[config.mk]
export PLATFORM = sky130hd
export DESIGN_NAME = isbr_node
export DESIGN_NICKNAME = d
export VERILOG_FILES = /design/src/rtl/isbr_pkg.sv /design/src/rtl/isbr_decode.sv /design/src/rtl/isbr_split.sv /design/src/rtl/isbr_out_reg.sv /design/src/rtl/isbr_node.sv
export SDC_FILE = /design/constraint.sdc
export NUM_CORES = 1
export LEC_CHECK = 0
export ABC_AREA = 1
export BUFFER_PORTS_ARGS = -buffer_cell sky130_fd_sc_hd__clkbuf_2
export CAP_MARGIN = 5
export CORE_ASPECT_RATIO = 1.25
export CORE_MARGIN = 2
export CORE_UTILIZATION = 50
export DETAILED_ROUTE_END_ITERATION = 6
export HOLD_SLACK_MARGIN = 0.08
export PLACE_DENSITY = 0.84
export SLEW_MARGIN = 20
export SYNTH_ARGS = -nofsm -noshare
export SYNTH_HDL_FRONTEND = slang
export SYNTH_HIERARCHICAL = 1
export SYNTH_SLANG_ARGS = --single-unit
[constraint.sdc]
create_clock -name clk_i -period 3.1 [get_ports clk_i]
set_input_delay 0.31 -clock clk_i [delete_from_list [all_inputs] [get_ports clk_i]]
set_output_delay 0.31 -clock clk_i [all_outputs]
set_load 0.005 [all_outputs]
[src/rtl/isbr_pkg.sv]
package isbr_pkg;

   typedef enum logic [1:0] {
      ROUTE_NONE = 2'd0,
      ROUTE_LOW  = 2'd1,
      ROUTE_HIGH = 2'd2,
      ROUTE_BOTH = 2'd3
   } route_e;

   function automatic logic link_taken(route_e r, int unsigned link);
      if (r == ROUTE_BOTH) return 1'b1;
      if (link == 0)       return r == ROUTE_LOW;
      return r == ROUTE_HIGH;
   endfunction

endpackage

[src/rtl/isbr_decode.sv]
module isbr_decode
   import isbr_pkg::*;
#(
   parameter int ADDR_W = 4,
   parameter int STAGE  = 2
) (
   input  logic              in_vld_i,
   input  logic [ADDR_W-1:0] lo_i,
   input  logic [ADDR_W-1:0] hi_i,
   output route_e            route_o,
   output logic              fault_o
);
   localparam int POS = ADDR_W - STAGE;

   logic prefix_ok;

   generate
      if (STAGE == 1) begin : g_no_prefix
         assign prefix_ok = 1'b1;
      end else begin : g_prefix
         localparam logic [ADDR_W-1:0] KBIT = ADDR_W'(1) << POS;
         localparam logic [ADDR_W-1:0] UP_MASK = ~((KBIT - ADDR_W'(1)) | KBIT);
         assign prefix_ok = ((lo_i ^ hi_i) & UP_MASK) == '0;
      end
   endgenerate

   always_comb begin
      route_o = ROUTE_NONE;
      fault_o = 1'b0;
      if (in_vld_i) begin
         if (!prefix_ok) begin
            fault_o = 1'b1;
         end else begin
            unique case ({lo_i[POS], hi_i[POS]})
               2'b00:   route_o = ROUTE_LOW;
               2'b11:   route_o = ROUTE_HIGH;
               2'b01:   route_o = ROUTE_BOTH;
               default: fault_o = 1'b1;
            endcase
         end
      end
   end
endmodule

[src/rtl/isbr_split.sv]
module isbr_split #(
   parameter int ADDR_W = 4,
   parameter int STAGE  = 2,
   parameter int LINK   = 0
) (
   input  logic              split_i,
   input  logic [ADDR_W-1:0] lo_i,
   input  logic [ADDR_W-1:0] hi_i,
   output logic [ADDR_W-1:0] lo_o,
   output logic [ADDR_W-1:0] hi_o
);
   localparam int POS = ADDR_W - STAGE;
   localparam logic [ADDR_W-1:0] KBIT     = ADDR_W'(1) << POS;
   localparam logic [ADDR_W-1:0] LOW_MASK = KBIT - ADDR_W'(1);
   localparam logic [ADDR_W-1:0] UP_MASK  = ~(LOW_MASK | KBIT);

   generate
      if (LINK == 0) begin : g_low_half
         assign lo_o = lo_i;
         assign hi_o = split_i ? ((hi_i & UP_MASK) | LOW_MASK) : hi_i;
      end else begin : g_high_half
         assign hi_o = hi_i;
         assign lo_o = split_i ? ((lo_i & UP_MASK) | KBIT) : lo_i;
      end
   endgenerate
endmodule

[src/rtl/isbr_out_reg.sv]
module isbr_out_reg #(
   parameter int ADDR_W = 4,
   parameter int PAY_W  = 8
) (
   input  logic              clk_i,
   input  logic              rst_ni,
   input  logic              send_i,
   input  logic [ADDR_W-1:0] lo_i,
   input  logic [ADDR_W-1:0] hi_i,
   input  logic [PAY_W-1:0]  pay_i,
   output logic              vld_o,
   output logic [ADDR_W-1:0] lo_o,
   output logic [ADDR_W-1:0] hi_o,
   output logic [PAY_W-1:0]  pay_o
);
   always_ff @(posedge clk_i) begin
      if (!rst_ni) begin
         vld_o <= 1'b0;
         lo_o  <= '0;
         hi_o  <= '0;
         pay_o <= '0;
      end else begin
         vld_o <= send_i;
         if (send_i) begin
            lo_o  <= lo_i;
            hi_o  <= hi_i;
            pay_o <= pay_i;
         end
      end
   end
endmodule

[src/rtl/isbr_node.sv]
module isbr_node
   import isbr_pkg::*;
#(
   parameter int ADDR_W = 4,
   parameter int STAGE  = 2,
   parameter int PAY_W  = 8
) (
   input  logic              clk_i,
   input  logic              rst_ni,
   input  logic              in_vld_i,
   input  logic [ADDR_W-1:0] in_lo_i,
   input  logic [ADDR_W-1:0] in_hi_i,
   input  logic [PAY_W-1:0]  in_pay_i,
   output logic              l0_vld_o,
   output logic [ADDR_W-1:0] l0_lo_o,
   output logic [ADDR_W-1:0] l0_hi_o,
   output logic [PAY_W-1:0]  l0_pay_o,
   output logic              l1_vld_o,
   output logic [ADDR_W-1:0] l1_lo_o,
   output logic [ADDR_W-1:0] l1_hi_o,
   output logic [PAY_W-1:0]  l1_pay_o,
   output logic              err_o
);
   localparam int NLINK = 2;

   generate
      if (ADDR_W < 1) begin : g_bad_width
         $error("isbr_node: ADDR_W must be at least 1");
      end
      if (STAGE < 1 || STAGE > ADDR_W) begin : g_bad_stage
         $error("isbr_node: STAGE must lie in 1..ADDR_W");
      end
      if (PAY_W < 1) begin : g_bad_pay
         $error("isbr_node: PAY_W must be at least 1");
      end
   endgenerate

   route_e route;
   logic   fault;
   logic   err_q;

   logic              vld_q [NLINK];
   logic [ADDR_W-1:0] lo_q  [NLINK];
   logic [ADDR_W-1:0] hi_q  [NLINK];
   logic [PAY_W-1:0]  pay_q [NLINK];

   isbr_decode #(.ADDR_W(ADDR_W), .STAGE(STAGE)) dec_i (
      .in_vld_i (in_vld_i),
      .lo_i     (in_lo_i),
      .hi_i     (in_hi_i),
      .route_o  (route),
      .fault_o  (fault)
   );

   generate
      for (genvar j = 0; j < NLINK; j++) begin : g_link
         logic              send;
         logic [ADDR_W-1:0] lo_n;
         logic [ADDR_W-1:0] hi_n;

         assign send = link_taken(route, j);

         isbr_split #(.ADDR_W(ADDR_W), .STAGE(STAGE), .LINK(j)) split_i (
            .split_i (route == ROUTE_BOTH),
            .lo_i    (in_lo_i),
            .hi_i    (in_hi_i),
            .lo_o    (lo_n),
            .hi_o    (hi_n)
         );

         isbr_out_reg #(.ADDR_W(ADDR_W), .PAY_W(PAY_W)) oreg_i (
            .clk_i  (clk_i),
            .rst_ni (rst_ni),
            .send_i (send),
            .lo_i   (lo_n),
            .hi_i   (hi_n),
            .pay_i  (in_pay_i),
            .vld_o  (vld_q[j]),
            .lo_o   (lo_q[j]),
            .hi_o   (hi_q[j]),
            .pay_o  (pay_q[j])
         );
      end
   endgenerate

   always_ff @(posedge clk_i) begin
      if (!rst_ni) err_q <= 1'b0;
      else         err_q <= err_q | fault;
   end

   assign l0_vld_o = vld_q[0];
   assign l0_lo_o  = lo_q[0];
   assign l0_hi_o  = hi_q[0];
   assign l0_pay_o = pay_q[0];
   assign l1_vld_o = vld_q[1];
   assign l1_lo_o  = lo_q[1];
   assign l1_hi_o  = hi_q[1];
   assign l1_pay_o = pay_q[1];
   assign err_o    = err_q;
endmodule

Word level (Yosys, flattened, before mapping)
Index checks and enable logic that the tools add are counted.
{ "classes": {"n_eq_ne": 5, "n_mux": 14, "bitwise_logic": 2, "n_reduce_logical": 3} }
{ "op_table": {"columns": ["operator", "n"], "rows": [
  ["1-bit 2-to-1 mux", 9],
  ["2-bit equality test (second input constant)", 3],
  ["3-bit 2-to-1 mux", 2],
  ["2-bit one-hot mux with 3 select lines", 1],
  ["2-bit by 1-bit equality test with 1-bit output (second input constant)", 2],
  ["4-bit zero test", 1],
  ["2-bit 2-to-1 mux", 2],
  ["4-bit bitwise XOR", 1],
  ["3-bit OR reduction", 1],
  ["2-bit zero test", 1],
  ["1-bit OR", 1]
]} }
{ "word_totals": {"reg_bits": 35, "input_bits": 19, "word_cells": 33} }

Logic depth before layout (Yosys ltp)
{ "logic_depth": {"word_depth": 9, "mapped_depth": 13, "depth_no_buf": 13} }

Cells and area by module
The synthesis kept the hierarchy.
{ "modules_own_cells": {"columns": ["mod", "n_inst", "cells_each", "area_per_inst_um2", "seq_area_each_um2"], "rows": [
  ["isbr_out_reg", 2, 105, 721.9, 340.3],
  ["isbr_split", 2, 12, 63.8, 0.0],
  ["isbr_decode", 1, 12, 46.3, 0.0],
  ["isbr_node", 1, 8, 46.3, 20.0]
]} }

Worst setup path before layout
No wires, ideal clock.
{ "synth_timing": {"kind": "input -> register", "startpoint": "input port in_lo_i[3]", "endpoint": "register g_link[1].oreg_i.hi_o[2]", "arrival_ns": 1.070, "required_time_ns": 2.987, "slack_ns": 1.917, "stages": 11, "path_buffers": 3, "path_cell_list": "inv_1 nand2_1 nand2_1 nand2_1 nor2_1 clkbuf_1 buf_6 buf_8 nand2_1 nand2_1 nor2_1"} }
{ "synth_via": {"elab_chain_cells": 7, "elab_cells_between_ends": 8} }
{ "synth_lines": {"columns": ["element", "line", "text"], "rows": [
  ["start: declaration", "isbr_node.sv:11", "input logic [ADDR_W-1:0] in_lo_i,"],
  ["4-bit bitwise XOR (*)", "isbr_decode.sv:23", "assign prefix_ok = ((lo_i ^ hi_i) & UP_MASK) == '0;"],
  ["4-bit zero test (*)", "isbr_decode.sv:23", null],
  ["2-bit 2-to-1 mux (*)", "isbr_decode.sv:31", "if (!prefix_ok) begin"],
  ["2-bit 2-to-1 mux (*)", "isbr_decode.sv:30", "if (in_vld_i) begin"],
  ["named net route[1]", "isbr_node.sv:38", "route_e route;"],
  ["2-bit equality test", "isbr_pkg.sv:11", "if (r == ROUTE_BOTH) return 1'b1;"],
  ["1-bit 2-to-1 mux", "isbr_pkg.sv:11", null],
  ["1-bit 2-to-1 mux (*)", "isbr_pkg.sv:12", "if (link == 0) return r == ROUTE_LOW;"],
  ["named net g_link[1].send", "isbr_node.sv:57", "logic send;"],
  ["end signal: assignment", "isbr_out_reg.sv:26", "hi_o <= hi_i;"],
  ["end: declaration", "isbr_out_reg.sv:13", "output logic [ADDR_W-1:0] hi_o,"]
]} }
The timed path passes the listed nets; every way through them passes the cells marked *.
A chain may end at the register's enable or synchronous reset.

Worst setup path after layout
{ "layout_timing": {"startpoint": "input port in_lo_i[3]", "endpoint": "register g_link[0].oreg_i.hi_o[1]"} }
{ "layout_via": {"elab_cells_between_ends": 11} }
{ "layout_lines": {"columns": ["element", "line", "text"], "rows": [
  ["4-bit bitwise XOR", "isbr_decode.sv:23", null],
  ["4-bit zero test", "isbr_decode.sv:23", null],
  ["2-bit 2-to-1 mux", "isbr_decode.sv:31", null],
  ["2-bit 2-to-1 mux", "isbr_decode.sv:30", null],
  ["named net route[1]", "isbr_node.sv:38", null],
  ["2-bit equality test", "isbr_node.sv:64", ".split_i (route == ROUTE_BOTH),"],
  ["3-bit 2-to-1 mux", "isbr_split.sv:20", "assign hi_o = split_i ? ((hi_i & UP_MASK) | LOW_MASK) : hi_i;"],
  ["named net g_link[0].hi_n[1]", "isbr_node.sv:59", "logic [ADDR_W-1:0] hi_n;"],
  ["end signal: assignment", "isbr_out_reg.sv:26", null],
  ["end: declaration", "isbr_out_reg.sv:13", null]
]} }
The timed path passes the listed nets, and every way through them passes these cells.

==> metrics.txt <==
post-DP HPWL=2.25 mm; XOR/XNOR Fraction of Synth Area=0%; Seq/Total Area, Yosys=42.1%; Tot GR Track Use=16.9%; num rows=23; DR vias/cell=4.28; final wirelength=2.96 mm; synthesized area per cell=6.55 um^2; Worst EP arrival=1.72 ns; Ports=54; Post-Syn Instances=254; number of global-route vias before repair=1175; Synth Net Count=273; PwrDens=488 mW/mm^2; drt wl/cell=9.03 um; critical path peak fanout=16; CTS Buffer Depth=2; nature of the critical path startpoint=primary input; fin. max-slew vios=0; slowest stage delay, CP=0.45 ns; area share of fa/ha/maj cells after synthesis=0%; Final WS setup=1.60 ns; global route overflow=0; CTS sink count=35; cells along the critical path=clkbuf_2 -> inv_1 -> nand2_1 -> nand2_1 -> nand2_1 -> nor2_2 -> nand2_1 -> inv_1 -> inv_1 -> nand2_1 -> inv_1 -> nand2_1 -> nand2_1 -> nor2_1; Worst Setup EP=g_link[0].oreg_i/hi_o[1]$_SDFFE_PN0P_; Yosys cell types=10; cell depth of the worst setup path=14; Area Growth Syn to Fin=10.5%; Initial DRC Count=51; crit-path most repeated cell=nand2_1; largest net degree at the start of global routing=36; Data required, critical path=3.32 ns; CTS tree=done; core box area=0.00319 mm^2; RSZ-0062 raised after global routing=false; nets@finish=311; WP buf/inv=5; worst min path class=in -> reg; Max Clock Skew=0 ns; Least-Margin Pin Slew=0.631 ns; H-Tree Depth=2; WHS=0.314 ns; total vias in the final route=1403; Resized cells post-CTS=0; Synth Area in Compound Gates=0.301%; Die H=68.5 um; # port buffers=53; Die Area=0.00381 mm^2; cell count of the worst reg-to-reg path=2; maximum VDD drop=346 uV; flops & latches, synth=35; Synth Warn #=6; Worst-Skew Late Latency=0.28 ns; Placed Cells=322; placer congestion estimate=0.785; DR pass1 iterations=4; RR Startpoint=g_link[0].oreg_i/pay_o[0]$_SDFFE_PN0P_; CTS clk-pin slew, worst paths=0.06 ns; final non-filler cell total=328; Tcrit/Tclk final=48.3%; setup TNS=0 ns; DRC viols=0; Starting Density=52.1%; FF-to-FF End=g_link[0].oreg_i/pay_o[0]$_SDFFE_PN0P_; Num CTS Buffers=5; CTS root buf=clkbuf_8; min Tclk post-route=1.50 ns; hold_buf cts=0; kind of end point of the critical path=flip-flop; LEAKAGE=1.10 nW; main combinational cell family by area after synthesis=simple AND/OR/NAND/NOR gates; WS Path Type=in -> reg; Die X=55.6 um; simple-gate portion of the synthesized area=32.9%; # setup viols final=0; Crit path max-delay family=simple AND/OR/NAND/NOR gates; Routed Antenna Nets=0; max-cap viol count=0; first-pass GRT wire length=4.93 mm; relative slew slack=57.9%; Fmax=668 MHz; pre-CTS WS=1.30 ns; Syn Std Cell Area=0.00166 mm^2; fraction of final layout cells sized beyond drive strength 1=21.3%; outcome=complete, no violations; initial antenna violation count=0; Fin. Hold Viols=0; r2r setup slk=2.54 ns; crit path from=in_lo_i[3]; Critical Path Slowest Stage Cell=nor2_2; setup bufs post-CTS=0; mux share of post-synthesis cell area=0%; Antenna Cells=0
## where the power goes
group          leakage [nW]  internal [mW]  switching, mW
Combinational         0.776         0.0512         0.0662
Sequential            0.286          0.474         0.0116
Clock                0.0371          0.149          0.145
## synthesized netlist by cell type, drive strengths merged
cell type	instances	area, um^2
nor2	71	267
nand2	75	282
a21oi	1	5.00
buf	20	195
clkbuf	4	35.0
dfxtp	35	701
inv	48	180
## cells by family (layout without fill, tap and decap cells)
logic type             after synthesis  after routing
buffers and inverters               72            109
flip-flops                          35             35
AO/OA/AOI/OAI                        1              1
AND/OR/NAND/NOR                    146            146
## metal layers
metal	global-route usage (%)	wire [um]
met3	6.53	227
met2	28.6	1370
met5	0	0
met4	7.32	47
met1	19.3	1310
## area by class of cell
cell class / instances / area (um^2)
clock buffer: 6 / 72.6
sequential: 35 / 701
inverter: 48 / 180
tap: 37 / 46.3
fill: 343 / 1360
timing repair buffer: 55 / 280
multi-input combinational: 147 / 558
## worst min-delay path by stage
| stage | depth (start not counted) | slack (ns) | end | from |
|---|---|---|---|---|
| 2_1_floorplan | 2 | 0.42 | err_o$_SDFF_PN0_ | rst_ni |
| 3_3_place_gp | 2 | 0.46 | err_o$_SDFF_PN0_ | err_o$_SDFF_PN0_ |
| 3_5_place_dp | 2 | 0.46 | g_link[1].oreg_i/hi_o[0]$_SDFFE_PN0P_ | g_link[1].oreg_i/hi_o[0]$_SDFFE_PN0P_ |
| 4_1_cts | 5 | 0.30 | g_link[1].oreg_i/pay_o[6]$_SDFFE_PN0P_ | in_pay_i[6] |
| 5_1_grt | 5 | 0.34 | g_link[0].oreg_i/pay_o[4]$_SDFFE_PN0P_ | in_pay_i[4] |
| 6_report | 5 | 0.31 | g_link[1].oreg_i/pay_o[6]$_SDFFE_PN0P_ | in_pay_i[6] |
## flip-flops by register name, indices dropped and copies added, names as in the netlist
register	count
g_link.oreg_i/pay_o	16
g_link.oreg_i/hi_o	8
g_link.oreg_i/lo_o	8
g_link.oreg_i/vld_o	2
err_o	1
## layout by cell type, fill, tap and decap left out
cell and instances:
nand2_1 75, nor2_1 69, clkbuf_2 53, inv_1 48, dfxtp_1 35, clkbuf_8 5
nor2_2 2, buf_4 2, clkbuf_1 1, a21oi_1 1
## tightest hold or removal path, delay by kind of cell
| family | cells | cell delay, ns |
|---|---|---|
| buf+inv | 2 | 0.13 |
| simple gates | 3 | 0.12 |
## stage by stage
stage / util, % / instance area (um^2) / total power, mW
2_1_floorplan: - / 1660 / 0.588
3_3_place_gp: 55.3 / 1770 / 0.613
3_5_place_dp: 55.3 / 1770 / 0.615
4_1_cts: 57.5 / 1840 / 0.914
5_1_grt: 57.5 / 1840 / 0.946
6_report: 57.5 / 1840 / 0.898
No activity file was read; power rests on OpenSTA's default activity.
